## src/rtl/vlr_pkg.sv

```systemverilog
package vlr_pkg;
    localparam int NUM_LR = 4;
    localparam int VID_W  = 10;
    localparam int PID_W  = 10;
    localparam int PRIO_W = 8;
    localparam int LRP_W  = 5;
    localparam int CNT_W  = 5;

    localparam int IDX_W  = $clog2(NUM_LR);
    localparam int APR_W  = 1 << LRP_W;
    localparam int SHIFT  = PRIO_W - LRP_W;

    localparam logic [VID_W-1:0] SPURIOUS_VID = '1;
    localparam logic [1:0] ST_PEND = 2'b01;
    localparam logic [1:0] ST_ACT  = 2'b10;

    typedef struct packed {
        logic [VID_W-1:0] vid;
        logic [PID_W-1:0] pid;
        logic             hw;
        logic [LRP_W-1:0] prio;
        logic [1:0]       st;
    } lr_t;

    typedef struct packed {
        lr_t [NUM_LR-1:0] lr;
        logic [APR_W-1:0] apr;
        logic [CNT_W-1:0] cnt;
        logic             hw_v;
        logic [PID_W-1:0] hw_pid;
    } core_t;
endpackage

```

## src/rtl/vlr_pick.sv

```systemverilog
module vlr_pick #(
    parameter int N  = 4,
    parameter int PW = 5,
    parameter int IW = 2
) (
    input  logic [N-1:0]         cand,
    input  logic [N-1:0][PW-1:0] prio,
    output logic                 found,
    output logic [IW-1:0]        idx,
    output logic [PW-1:0]        best
);
    always_comb begin
        found = 1'b0;
        idx   = '0;
        best  = '1;
        for (int i = 0; i < N; i++) begin
            // strict compare keeps the lower index on a tie
            if (cand[i] && (!found || prio[i] < best)) begin
                found = 1'b1;
                idx   = IW'(i);
                best  = prio[i];
            end
        end
    end
endmodule

```

## src/rtl/vlr_match.sv

```systemverilog
module vlr_match #(
    parameter int N  = 4,
    parameter int KW = 10,
    parameter int IW = 2
) (
    input  logic [N-1:0]         act,
    input  logic [N-1:0][KW-1:0] key_tab,
    input  logic [KW-1:0]        key,
    output logic                 hit,
    output logic [IW-1:0]        idx
);
    always_comb begin
        hit = 1'b0;
        idx = '0;
        for (int i = N - 1; i >= 0; i--) begin
            if (act[i] && key_tab[i] == key) begin
                hit = 1'b1;
                idx = IW'(i);
            end
        end
    end
endmodule

```

## src/rtl/vlr_lowbit.sv

```systemverilog
module vlr_lowbit #(
    parameter int W  = 32,
    parameter int IW = 5
) (
    input  logic [W-1:0]  vec,
    output logic          any,
    output logic [IW-1:0] idx
);
    always_comb begin
        any = |vec;
        idx = '0;
        for (int i = W - 1; i >= 0; i--) begin
            if (vec[i]) idx = IW'(i);
        end
    end
endmodule

```

## src/rtl/vlr_eoi_engine.sv

```systemverilog
module vlr_eoi_engine
    import vlr_pkg::*;
(
    input  logic             clk,
    input  logic             rst_n,
    input  logic             eoi_mode,
    input  logic             lr_wr_en,
    input  logic [IDX_W-1:0] lr_wr_idx,
    input  logic [VID_W-1:0] lr_wr_vid,
    input  logic [1:0]       lr_wr_state,
    input  logic [LRP_W-1:0] lr_wr_prio,
    input  logic             lr_wr_hw,
    input  logic [PID_W-1:0] lr_wr_pid,
    input  logic [IDX_W-1:0] lr_rd_idx,
    output logic [1:0]       lr_rd_state,
    input  logic             ack_req,
    output logic [VID_W-1:0] ack_vid,
    output logic             virq,
    output logic [PRIO_W-1:0] best_prio,
    output logic [PRIO_W-1:0] running_prio,
    input  logic             eoi_wr,
    input  logic [VID_W-1:0] eoi_vid,
    input  logic             dir_wr,
    input  logic [VID_W-1:0] dir_vid,
    output logic [CNT_W-1:0] eoi_count,
    output logic             hw_deact_valid,
    output logic [PID_W-1:0] hw_deact_pid
);
    core_t q, d;

    logic [NUM_LR-1:0]            cand_vec, act_vec;
    logic [NUM_LR-1:0][LRP_W-1:0] prio_tab;
    logic [NUM_LR-1:0][VID_W-1:0] vid_tab;

    for (genvar g = 0; g < NUM_LR; g++) begin : g_lr
        assign cand_vec[g] = (q.lr[g].st == ST_PEND);
        assign act_vec[g]  = q.lr[g].st[1];
        assign prio_tab[g] = q.lr[g].prio;
        assign vid_tab[g]  = q.lr[g].vid;
    end

    logic             pick_found;
    logic [IDX_W-1:0] pick_idx;
    logic [LRP_W-1:0] pick_prio;
    logic             apr_any;
    logic [LRP_W-1:0] apr_low;
    logic             eoi_hit, dir_hit;
    logic [IDX_W-1:0] eoi_idx, dir_idx;

    vlr_pick #(.N(NUM_LR), .PW(LRP_W), .IW(IDX_W)) u_pick (
        .cand(cand_vec), .prio(prio_tab),
        .found(pick_found), .idx(pick_idx), .best(pick_prio)
    );

    vlr_lowbit #(.W(APR_W), .IW(LRP_W)) u_apr (
        .vec(q.apr), .any(apr_any), .idx(apr_low)
    );

    vlr_match #(.N(NUM_LR), .KW(VID_W), .IW(IDX_W)) u_eoi_match (
        .act(act_vec), .key_tab(vid_tab), .key(eoi_vid),
        .hit(eoi_hit), .idx(eoi_idx)
    );

    vlr_match #(.N(NUM_LR), .KW(VID_W), .IW(IDX_W)) u_dir_match (
        .act(act_vec), .key_tab(vid_tab), .key(dir_vid),
        .hit(dir_hit), .idx(dir_idx)
    );

    logic             virq_c;
    logic             deact_en;
    logic [IDX_W-1:0] deact_idx;

    assign virq_c = pick_found && (!apr_any || pick_prio < apr_low);

    always_comb begin
        d        = q;
        d.hw_v   = 1'b0;
        deact_en = 1'b0;
        deact_idx = '0;

        if (ack_req) begin
            if (virq_c) begin
                // mark active first, then retire pending: entry never vanishes
                d.lr[pick_idx].st = d.lr[pick_idx].st | ST_ACT;
                d.lr[pick_idx].st = d.lr[pick_idx].st & ~ST_PEND;
                d.apr[pick_prio]  = 1'b1;
            end
        end else if (eoi_wr) begin
            if (apr_any) d.apr[apr_low] = 1'b0;
            if (eoi_hit) begin
                if (!eoi_mode) begin
                    deact_en  = 1'b1;
                    deact_idx = eoi_idx;
                end
            end else if (!eoi_mode && apr_any) begin
                d.cnt = q.cnt + 1'b1;
            end
        end else if (dir_wr && eoi_mode) begin
            if (dir_hit) begin
                deact_en  = 1'b1;
                deact_idx = dir_idx;
            end else begin
                d.cnt = q.cnt + 1'b1;
            end
        end

        if (deact_en) begin
            d.lr[deact_idx].st = q.lr[deact_idx].st & ~ST_ACT;
            if (q.lr[deact_idx].hw) begin
                d.hw_v   = 1'b1;
                d.hw_pid = q.lr[deact_idx].pid;
            end
        end

        if (lr_wr_en) begin
            d.lr[lr_wr_idx].vid  = lr_wr_vid;
            d.lr[lr_wr_idx].pid  = lr_wr_pid;
            d.lr[lr_wr_idx].hw   = lr_wr_hw;
            d.lr[lr_wr_idx].prio = lr_wr_prio;
            d.lr[lr_wr_idx].st   = lr_wr_state;
        end
    end

    always_ff @(posedge clk) begin
        if (!rst_n) q <= '0;
        else        q <= d;
    end

    assign virq           = virq_c;
    assign ack_vid        = virq_c ? q.lr[pick_idx].vid : SPURIOUS_VID;
    assign best_prio      = pick_found ? {pick_prio, {SHIFT{1'b0}}} : '1;
    assign running_prio   = apr_any ? {apr_low, {SHIFT{1'b0}}} : '1;
    assign lr_rd_state    = q.lr[lr_rd_idx].st;
    assign eoi_count      = q.cnt;
    assign hw_deact_valid = q.hw_v;
    assign hw_deact_pid   = q.hw_pid;
endmodule

```

## config.mk

```make
export PLATFORM = sky130hd
export DESIGN_NAME = vlr_eoi_engine
export DESIGN_NICKNAME = d
export VERILOG_FILES = /design/src/rtl/vlr_pkg.sv /design/src/rtl/vlr_pick.sv /design/src/rtl/vlr_match.sv /design/src/rtl/vlr_lowbit.sv /design/src/rtl/vlr_eoi_engine.sv
export SDC_FILE = /design/constraint.sdc
export NUM_CORES = 1
export LEC_CHECK = 0
export BUFFER_PORTS_ARGS = -buffer_cell sky130_fd_sc_hd__buf_2
export CAP_MARGIN = 0
export CELL_PAD_IN_SITES_DETAIL_PLACEMENT = 2
export CELL_PAD_IN_SITES_GLOBAL_PLACEMENT = 2
export CORE_MARGIN = 10
export CORE_UTILIZATION = 35
export CTS_CLUSTER_DIAMETER = 150
export DETAILED_ROUTE_END_ITERATION = 10
export MAX_ROUTING_LAYER = met4
export PLACE_DENSITY_LB_ADDON = 0.1
export SKIP_LAST_GASP = 1
export SLEW_MARGIN = 20
export SYNTH_ARGS = -nofsm -noshare
export SYNTH_HDL_FRONTEND = slang
export SYNTH_HIERARCHICAL = 1
export SYNTH_SLANG_ARGS = --single-unit
```

## constraint.sdc

```tcl
create_clock -name clk -period 8.7 [get_ports clk]
set_clock_uncertainty 0.15 [all_clocks]
set_input_delay 0.435 -clock clk [delete_from_list [all_inputs] [get_ports clk]]
set_output_delay 0.435 -clock clk [all_outputs]
set_load 0.01 [all_outputs]
```

# Word-level counts from Yosys, hierarchy flattened

Cells that the tools add are included.
W data, S select, Z words.

Register bits after elaboration: 160
Bits in latches: 0
Bits in writable memories: 0
ROM bits: 0
Bits of input ports: 59
Output and inout bits: 45
Logic and storage cells: 217
Memories: 0

Add/sub/neg operators: 1
Multipliers: 0
Div/mod/pow operators: 0
Order comparisons: 15
Eq/ne operators: 16
Shifts and indexed selects: 0
Multiplexer cells: 121
Bitwise operators: 4
Reduce and logical (&&, ||, !) cells: 36

Operator list:

| cell                 | number |
|---|---|
| $bwmux W112          | 8 |
| $demux W28 S2        | 7 |
| $mux W112            | 3 |
| $bmux W28 S2         | 4 |
| $mux W5              | 41 |
| $mux W144            | 1 |
| $mux W32             | 3 |
| $eq A10 B10 Y1       | 8 |
| $mux W28             | 2 |
| $mux W2              | 21 |
| $mux W18             | 2 |
| $and A32 B32 Y32     | 1 |
| $not A32 Y32         | 1 |
| $or A32 B32 Y32      | 1 |
| $reduce_or A32 Y1    | 1 |
| $mux W8              | 3 |
| $mux W1              | 21 |
| $lt A5 B5 Y1         | 4 |
| $logic_and A1 B1 Y1  | 19 |
| $lt A2 B3 Y1 const B | 4 |
| $lt A5 B6 Y1 const B | 2 |
| $mux W11             | 1 |
| $demux W1 S5         | 2 |
| $ge A5 B1 Y1 const B | 2 |
| other kinds (14)     | 31 |

# Depth between registers and ports, before layout

Gate-level depths: netlist (run 1).

Depth in word-level cells: 45
Mapped depth: 30
Depth with buffers taken out: 28

# Hierarchy

Netlist (run 1), hierarchy kept.

Modules (own cells, without submodules):

| module         | times used | cells each | area an instance (um^2) | sequential area each (um^2) |
|---|---|---|---|---|
| vlr_eoi_engine | 1          | 865        | 6,984.2                 | 3,203.1 |
| vlr_match      | 2          | 72         | 579.3                   | 0.0 |
| vlr_pick       | 1          | 81         | 630.6                   | 0.0 |
| vlr_lowbit     | 1          | 65         | 385.4                   | 0.0 |

# Worst setup path before layout (run 1)

OpenSTA, ideal clock, no wires.

Kind: register to output
Start: register q[48] (netlist bit)
End: output ack_vid[0]
Data arrival time: 6.486 ns
Data required time: 8.115 ns
Slack: 1.629 ns
Stages on the path, launching flop included: 31
Buffers on the path: 2
Cells stage by stage: dfxtp_1 > nor2b_1 > inv_1 > nor2_1 > ha_1 > a21oi_2 > o221ai_1 > a21boi_1 > mux2i_1 > inv_1 > ha_1 > nand2_1 > o21ai_1 > a2111oi_0 > nor3_2 > mux2i_1 > ha_1 > a21o_1 > a21o_2 > a21oi_1 > o2bb2ai_1 > a32o_1 > buf_6 > mux2i_1 > ha_1 > nand2_1 > o21ai_1 > a21boi_0 > o21a_1 > clkbuf_1 > nand2b_1

Longest elaborated chain between the ends: 18
Elaborated cells between the ends (all ways): 30
Those cells by class: order compare: 4; eq/ne: 1; mux: 14; reduce/logical: 11

RTL lines:

| item                                                    | line                  | RTL |
|---|---|---|
| start: declaration                                      | vlr_eoi_engine.sv:29  | `core_t q, d;` |
| start signal: assignment                                | vlr_eoi_engine.sv:125 | `if (!rst_n) q <= '0;` |
| start signal: assignment                                | vlr_eoi_engine.sv:126 | `else q <= d;` |
| $eq A2 B1 Y1 (*)                                        | vlr_eoi_engine.sv:36  | `assign cand_vec[g] = (q.lr[g].st == ST_PEND);` |
| net cand_vec[0]                                         | vlr_eoi_engine.sv:31  | `logic [NUM_LR-1:0] cand_vec, act_vec;` |
| $mux W5 / $mux W1 (equally long branches)               | vlr_pick.sv:18        | `if (cand[i] && (!found \|\| prio[i] < best)) begin` |
| $lt A5 B5 Y1 / $logic_not A1 Y1 (equally long branches) | vlr_pick.sv:18        |  |
| $logic_or A1 B1 Y1                                      | vlr_pick.sv:18        |  |
| $logic_and A1 B1 Y1                                     | vlr_pick.sv:18        |  |
| $mux W5 / $mux W1 (equally long branches)               | vlr_pick.sv:18        |  |
| $lt A5 B5 Y1 / $logic_not A1 Y1 (equally long branches) | vlr_pick.sv:18        |  |
| [... 5 more ...]                                        | n/a                   |  |
| $logic_and A1 B1 Y1                                     | vlr_pick.sv:18        |  |
| $mux W5 (*)                                             | vlr_pick.sv:18        |  |
| net pick_prio[1]                                        | vlr_eoi_engine.sv:44  | `logic [LRP_W-1:0] pick_prio;` |
| $lt A5 B5 Y1 (*)                                        | vlr_eoi_engine.sv:73  | `assign virq_c = pick_found && (!apr_any \|\| pick_prio < apr_low);` |
| $logic_or A1 B1 Y1 (*)                                  | vlr_eoi_engine.sv:73  |  |
| $logic_and A1 B1 Y1 (*)                                 | vlr_eoi_engine.sv:73  |  |
| net virq                                                | vlr_eoi_engine.sv:18  | `output logic virq,` |
| $mux W10 (*)                                            | vlr_eoi_engine.sv:130 | `assign ack_vid = virq_c ? q.lr[pick_idx].vid : SPURIOUS_VID;` |
| end: declaration                                        | vlr_eoi_engine.sv:17  | `output logic [VID_W-1:0] ack_vid,` |

The timed path passes the listed nets; every way through them passes the cells marked *. The select of a mux whose other input is x is not followed.

# Worst setup path after layout (run 1)

Start: register q[48] (netlist bit)
End: output ack_vid[4]

Longest elaborated chain between the ends: 18
Elaborated cells between the ends (all ways): 30
Those cells by class: order compare: 4; eq/ne: 1; mux: 14; reduce/logical: 11

RTL lines:

| item                                                    | line |
|---|---|
| $eq A2 B1 Y1 (*)                                        | vlr_eoi_engine.sv:36 |
| net cand_vec[0]                                         | vlr_eoi_engine.sv:31 |
| $mux W5 / $mux W1 (equally long branches)               | vlr_pick.sv:18 |
| $lt A5 B5 Y1 / $logic_not A1 Y1 (equally long branches) | vlr_pick.sv:18 |
| $logic_or A1 B1 Y1                                      | vlr_pick.sv:18 |
| $logic_and A1 B1 Y1                                     | vlr_pick.sv:18 |
| $mux W5 / $mux W1 (equally long branches)               | vlr_pick.sv:18 |
| $lt A5 B5 Y1 / $logic_not A1 Y1 (equally long branches) | vlr_pick.sv:18 |
| [... 4 more ...]                                        | n/a |
| $logic_or A1 B1 Y1                                      | vlr_pick.sv:18 |
| $logic_and A1 B1 Y1                                     | vlr_pick.sv:18 |
| $mux W5 (*)                                             | vlr_pick.sv:18 |
| net pick_prio[2]                                        | vlr_eoi_engine.sv:44 |
| $lt A5 B5 Y1 (*)                                        | vlr_eoi_engine.sv:73 |
| $logic_or A1 B1 Y1 (*)                                  | vlr_eoi_engine.sv:73 |
| $logic_and A1 B1 Y1 (*)                                 | vlr_eoi_engine.sv:73 |
| $mux W10 (*)                                            | vlr_eoi_engine.sv:130 |

Marked as above.

==> impl_results.md, run 1 <==
* Mapped Cells at 1155
* Starting Density at 35.3%
* Area contributors post-synth: dfxtp_1 (35%), nand2_1 (11%), a21oi_1 (8.9%)
* Drt via density at 5.49
* First-pass GRT wire length at 55000 um
* Ports at 104
* Ys flop type: dfxtp_1
* Hold_ws at 0.108 ns
* Sw Pwr at 0.000604 W
* Worst Path Required at 8.12 ns
* Power density over the cells at 182 nW/um^2
* FMAX at 123 MHz
* Final period util at 93.5%
* Register area at 3200 sq um
* Die X at 182 um
* Hold WC Path Type: in2reg
* Clk pwr share at 42.8%
* Layout Utilization at 40.0%
* CTS tree: done
* VDD IR max at 109 uV
* Worst path max stage delay at 0.36 ns
* Sequential power share at 40.9%
* Share of layout cells above drive strength 1 at 18.4%
* Slew @ Worst Pin at 1.05 ns
* Fillers at 3010
* Largest net degree at the start of global routing at 94
* Post-synth EDFFs at 0
* Final setup viols at 0
* Min Tclk post-route at 8.14 ns
* Drt first pass iters at 5
* Residual DRC at 0
* Worst-path clk slew at 0.09 ns
* Mapped Nets at 1231
* Sw frac at 32.1%
* Slew Limit Fails at 0
* Crit path max fanout at 11
* Setup CP Type: reg2out
* CP Capture Type: primary output
* Slowest cell on the critical path: a21boi_2
* Initial antenna violation count at 0
* Total GRT Usage at 21.3%
* Area growth syn-to-layout at 13.2%
* Yosys cell types at 74
* Die area at 33000 sq um
* Clock Path Buffers at 2
* Combinational Power Share at 16.3%
* HPWL after detailed placement at 24300 um
* # diodes at 0
* Multi-input gate area at 5370 sq um
* Status: finished clean
* Final wirelength at 34500 um
* Placed instance area at 9720 sq um
* Slew HR at 30.3%
* Die height at 182 um
* CP dominant cell by count: ha_1
* Num CTS Buffers at 17
* Worst EP arrival at 7.55 ns
* Final instance area at 10400 sq um
* Yosys top cell by area: dfxtp_1
* Mapped Area at 9160 sq um
* Synth Register Bits at 160
* Post-route ant nets at 0
* Syn Area/Cell at 7.93 sq um
* Congestion Overflow GR at 0
* Clock latency on the worst-skew pair at 0.45 ns
* Internal power at 0.00128 W
* Clk sinks at 160
* Vias in the first global route at 9505
* PortBufs at 103
* Leakage at 3.69 nW
* Via Count at 8498
* Drt first-iter violations at 413
* Fin. Hold Viols at 0
* Row cnt at 59
* Drt wl/cell at 22.3 um
* Top cell type's share of synthesized area at 35.0%
* Root Driver: clkbuf_16
* Post-CTS setup buffers at 0
* Fraction of registers with async set/reset at 0%
* Seq/Total Area, Yosys at 35.0%
* Routability cong. at 0.829
* H-Tree Depth at 4
* Setup crit start kind: register
* Post-layout nets at 1275
* Number of synthesis warnings at 6
* Core region area at 25900 sq um
* Max-cap violations at 0
==> area by class of cell <==
cell class,instances,area share (%)
multi-input cells,871,51.8
flip-flops and latches,160,30.9
repair buffers,121,6.28
clock buffers,17,4.10
well taps,335,4.04
clock inverters,15,1.84
inverters,28,1.04
==> worst max-delay path, delay by kind of cell, from the launching register on <==
| kind | cells | cell delay [ns] |
|---|---|---|
| buf+inv | 4 | 0.54 |
| mux | 3 | 0.93 |
| compound gates | 14 | 3.20 |
| simple gates | 5 | 0.93 |
| fa+ha+maj | 4 | 1.19 |
| flops | 1 | 0.34 |
==> metal layers <==
| metal | share of wire [%] | GRT usage (%) | up-vias |
|---|---|---|---|
| li1 | - | - | 4048 |
| met1 | 47 | 26.5 | 4286 |
| met2 | 49 | 35.7 | 139 |
| met3 | 2.9 | 3.14 | 25 |
| met4 | 1.2 | 4.56 | 0 |
| met5 | 0 | - | - |
==> cell usage in the layout, fill, tap and decap left out, types with 4 or more instances in the layout <==
master / count
a211oi_1: 5
a21oi_1: 163
a21oi_2: 11
a22oi_1: 9
and3_1: 4
buf_2: 103
buf_4: 18
clkbuf_16: 17
clkinv_8: 4
dfxtp_1: 160
ha_1: 17
inv_1: 27
inv_8: 5
mux2i_1: 24
mux4_2: 13
nand2_1: 271
nand2b_1: 18
nand3_1: 22
nand4_1: 21
nor2_1: 34
nor2b_1: 7
nor3_1: 14
nor3_2: 4
nor3b_1: 5
nor4_1: 7
o21ai_0: 36
o21ai_1: 11
o2bb2ai_1: 11
o31ai_1: 4
or3_1: 5
or4_1: 5
xnor2_1: 75
xnor2_2: 6
==> through the flow <==
| step | setup WS [ns] | total power (W) | instances | setup TNS [ns] |
|---|---|---|---|---|
| 4_1_cts | 0.0771 | 0.00190 | 1547 | 0 |
| 5_1_grt | -0.0193 | 0.00197 | 1547 | -0.0193 |
| 6_report | 0.564 | 0.00188 | 1547 | 0 |
| 2_1_floorplan | 1.63 | 0.000980 | 1155 | 0 |
| 3_5_place_dp | 0.483 | 0.00109 | 1515 | 0 |
| 3_3_place_gp | 0.881 | 0.00108 | 1515 | 0 |
==> cell families after synthesis <==
family	after synthesis	share of synthesized area, %
AO/OA/AOI/OAI	286	18.4
XOR/XNOR	82	8.33
adder cells (fa/ha/maj)	17	2.32
buffers and inverters	124	6.94
flip-flops	160	35.0
multiplexers	40	6.23
AND/OR/NAND/NOR	446	22.8
==> repair_timing <==
| action | in CTS | in global routing |
|---|---|---|
| gates resized for setup | 1 | 8 |
| setup endpoints to repair | 4 | 11 |
| hold buffers | 0 | 0 |
==> state kept, by name, summed over array words and instances (netlist names) <==
| name | cells |
|---|---|
| hw_deact_pid | 10 |
| q | 120 |
| prio_tab | 20 |
| hw_deact_valid | 1 |
| act_vec | 4 |
| eoi_count | 5 |
==> final timing paths <==
kind | slack (ns) | from | end | depth (start not counted)
worst max-delay path | 0.56 | q[48] | ack_vid[4] | 30
worst min-delay path | 0.11 | lr_wr_vid[1] | q[123] | 3
worst min register to register | 0.31 | q[149] | q[149] | 2
worst max register to register | 1.05 | q[48] | q[17] | 30
==> cells in the mapped netlist, drive strengths merged (3+ instances only) <==
master,count
ha,17
nor2,36
dfxtp,160
buf,41
xnor2,81
inv,28
nand3,22
nand2,271
nand4,21
or2,3
nand2b,18
a21boi,3
or3,5
o31ai,4
a21oi,174
clkbuf,55
a22oi,9
a211oi,5
nor2b,9
nor3b,6
mux4,13
nor4,7
and2,5
a2111oi,4
nor3,21
and3,4
or4,7
mux2i,24
o21ai,50
a21o,6
o2bb2ai,12
mux2,3
==> power by group through the flow <==
stage	registers, W	logic [W]	clock network [W]
after detailed placement	0.000788	0.000303	0
after global placement	0.000787	0.000295	0
after floorplan	0.000780	0.000199	0
final	0.000770	0.000306	0.000805
after CTS	0.000770	0.000306	0.000828
after global routing	0.000773	0.000337	0.000858
(Power assumes the default switching activity.)
==> inputs of run 2 (changes only) <==
CORE_MARGIN = 2   (was 10)
TNS_END_PERCENT = 5   (was not set)
==> run 2 against run 1 <==
Die area shrank 17%. Routed wire length shrank 2.2%. Worst hold slack lost 0.0060 ns. Count of clock-buffer cells in the layout is the same. Combinational power is essentially flat. Critical path type unchanged. Largest cell class unchanged. Largest power group unchanged. Highest routed layer unchanged.
==> impl_results.md, run 2 (synthesized netlist as in run 1, its figures left out) <==
* Hold buffer count at CTS at 0 (unchanged)
* Setup crit start kind: register
* Vias in the first global route at 9367 (-1.5%)
* Num CTS Buffers at 17 (unchanged)
* Largest register FFs at 120 (unchanged)
* Max-cap violations at 0 (unchanged)
* Hold WC Path Type: in2reg
* Total GRT Usage at 25.4% (+4.1 points)
* Leakage at 3.69 nW (about the same)
* Drt via density at 5.52 (+0.44%)
* Slew HR at 37.3% (+7.0 points)
* Share of layout cells above drive strength 1 at 18.4% (+0.022 points)
* Power density over the cells at 179 nW/um^2 (-1.5%)
* FMAX at 122 MHz (-0.65%)
* Placed insts at 1515 (unchanged)
* Slew Limit Fails at 0 (unchanged)
* Congestion Overflow GR at 0 (unchanged)
* Clk sinks at 160 (unchanged)
* Worst-path clk slew at 0.08 ns (about the same)
* Slew @ Worst Pin at 0.941 ns (-0.105 ns)
* Via Count at 8563 (+0.76%)
* Initial antenna violation count at 1 (+1)
* Final WS setup at 0.511 ns (-0.0530 ns)
* Slowest cell on the critical path: a2111oi_1
* Post-route ant nets at 0 (unchanged)
* Most common cell after layout, fill and taps aside: nand2_1
* Dominant delay contributor by cell family on the critical path: compound AO/OA/AOI/OAI gates
* Clock latency on the worst-skew pair at 0.45 ns (about the same)
* Root Driver: clkbuf_16
* Die X at 166 um (-8.8%)
* Residual DRC at 0 (unchanged)
* Hold_ws at 0.102 ns (-0.00603 ns)
* First-pass GRT wire length at 53200 um (-3.3%)
* Crit path max fanout at 12 (+1)
* Ports at 104 (unchanged)
* Routability cong. at 0.820 (-1.1%)
* CP Capture Type: primary output
* CTS tree: done
* HPWL after detailed placement at 23400 um (-4.1%)
* Core region area at 25900 sq um (unchanged)
* Drt first pass iters at 4 (-1)
* Final setup viols at 0 (unchanged)
* Drt wl/cell at 21.7 um (-2.5%)
* Worst Path Required at 8.12 ns (about the same)
* Status: finished clean
* Worst EP arrival at 7.60 ns (+0.05 ns)
* Fillers at 3034 (+0.80%)
* Biggest register: q
* Fin. Hold Viols at 0 (unchanged)
* Area growth syn-to-layout at 13.2% (about the same)
* Row cnt at 59 (unchanged)
* Clock Path Buffers at 2 (unchanged)
* Drt first-iter violations at 350 (-15%)
* Final wirelength at 33800 um (-2.2%)
* Post-layout nets at 1279 (+0.31%)
* Die height at 166 um (-8.8%)
* Fin cells at 1552 (+0.32%)
* DP Worst Slack at 0.512 ns (+0.0288 ns)
* H-Tree Depth at 4 (unchanged)
* Min Tclk post-route at 8.19 ns (+0.0530 ns)
* VDD IR max at 138 uV (+27%)
* Commonest cells after routing, fill and taps aside: nand2_1 (271), a21oi_1 (163), dfxtp_1 (160), buf_2 (103), xnor2_1 (75)
* Final period util at 94.1% (+0.61 points)
* Largest net degree at the start of global routing at 79 (-16%)
* Starting Density at 35.3% (unchanged)
* Overall Power at 0.00185 W (-1.4%)
* Worst path max stage delay at 0.47 ns (+0.11 ns)
* Die area at 27500 sq um (-17%)
* PortBufs at 103 (unchanged)
* CP Buf/Inv Count at 6 (+2)
* Setup CP Type: reg2out
run 2: cell types whose count changed in the layout (fill, tap and decap cells not counted), sizes merged:
cell,previous run,this run
buf,121,125
bufinv,1,0
clkinv,5,7
diode,0,1
inv,36,35
run 2: per-layer routing:
layer | part of all wire (%) | wire length (um) | global-route usage, % | up-vias
met5 | 0 | 0 | - | -
met4 | 2.3 | 782 | 8.28 | 0
met3 | 3.2 | 1070 | 3.53 | 47
met2 | 49 | 16600 | 43.2 | 155
met1 | 45 | 15300 | 31.1 | 4297
li1 | - | - | - | 4064
run 2: cell type report:
cell class                      count  area, sq um  area share, %
Multi-Input combinational cell    871         5350           51.6
Sequential cell                   160         3200           30.9
Timing Repair Buffer              125          681           6.56
Clock buffer                       17          425           4.10
Tap cell                          335          419           4.04
Clock inverter                     15          185           1.79
Inverter                           28          108           1.04
Antenna cell                        1         2.50         0.0241
run 2: what timing repair did:
action / in CTS / in global routing
buffers inserted: 0 / 4
gates resized for setup: 1 / 4
setup endpoints to repair: 2 / 11
pin swaps: 0 / 1
run 2: metrics by stage:
stage | setup TNS, ns | util [%] | area (sq um)
floorplan | 0 | - | 9160
global placement | 0 | 37.5 | 9720
detailed placement | 0 | 37.5 | 9720
CTS | 0 | 39.9 | 10300
global route | -0.0671 | 40.0 | 10400
finish | 0 | 40.0 | 10400
run 2: path summary, 6_finish.rpt:
| check | startpoint | to | slack (ns) | cells past startpoint |
|---|---|---|---|---|
| setup / recovery | act_vec[0] | ack_vid[9] | 0.51 | 32 |
| hold / removal | lr_wr_vid[1] | q[67] | 0.10 | 3 |
| setup reg to reg | act_vec[0] | q[41] | 1.05 | 31 |
| hold reg to reg | q[139] | q[139] | 0.31 | 2 |
run 2: worst reg2reg max path, delay by kind of cell, from the launching register on:
| family | cells | cell delay (ns) |
|---|---|---|
| compound gates | 15 | 3.44 |
| fa+ha+maj | 4 | 1.15 |
| simple gates | 4 | 1.00 |
| mux | 3 | 0.77 |
| buf+inv | 5 | 0.73 |
| flops | 1 | 0.35 |
run 2: power breakdown:
group / internal (W) / switching [W] / leakage, nW
Combinational: 0.000111 / 0.000194 / 2.10
Clock: 0.000392 / 0.000388 / 0.293
Sequential: 0.000751 / 0.0000199 / 1.30
Total: 0.00125 / 0.000602 / 3.69
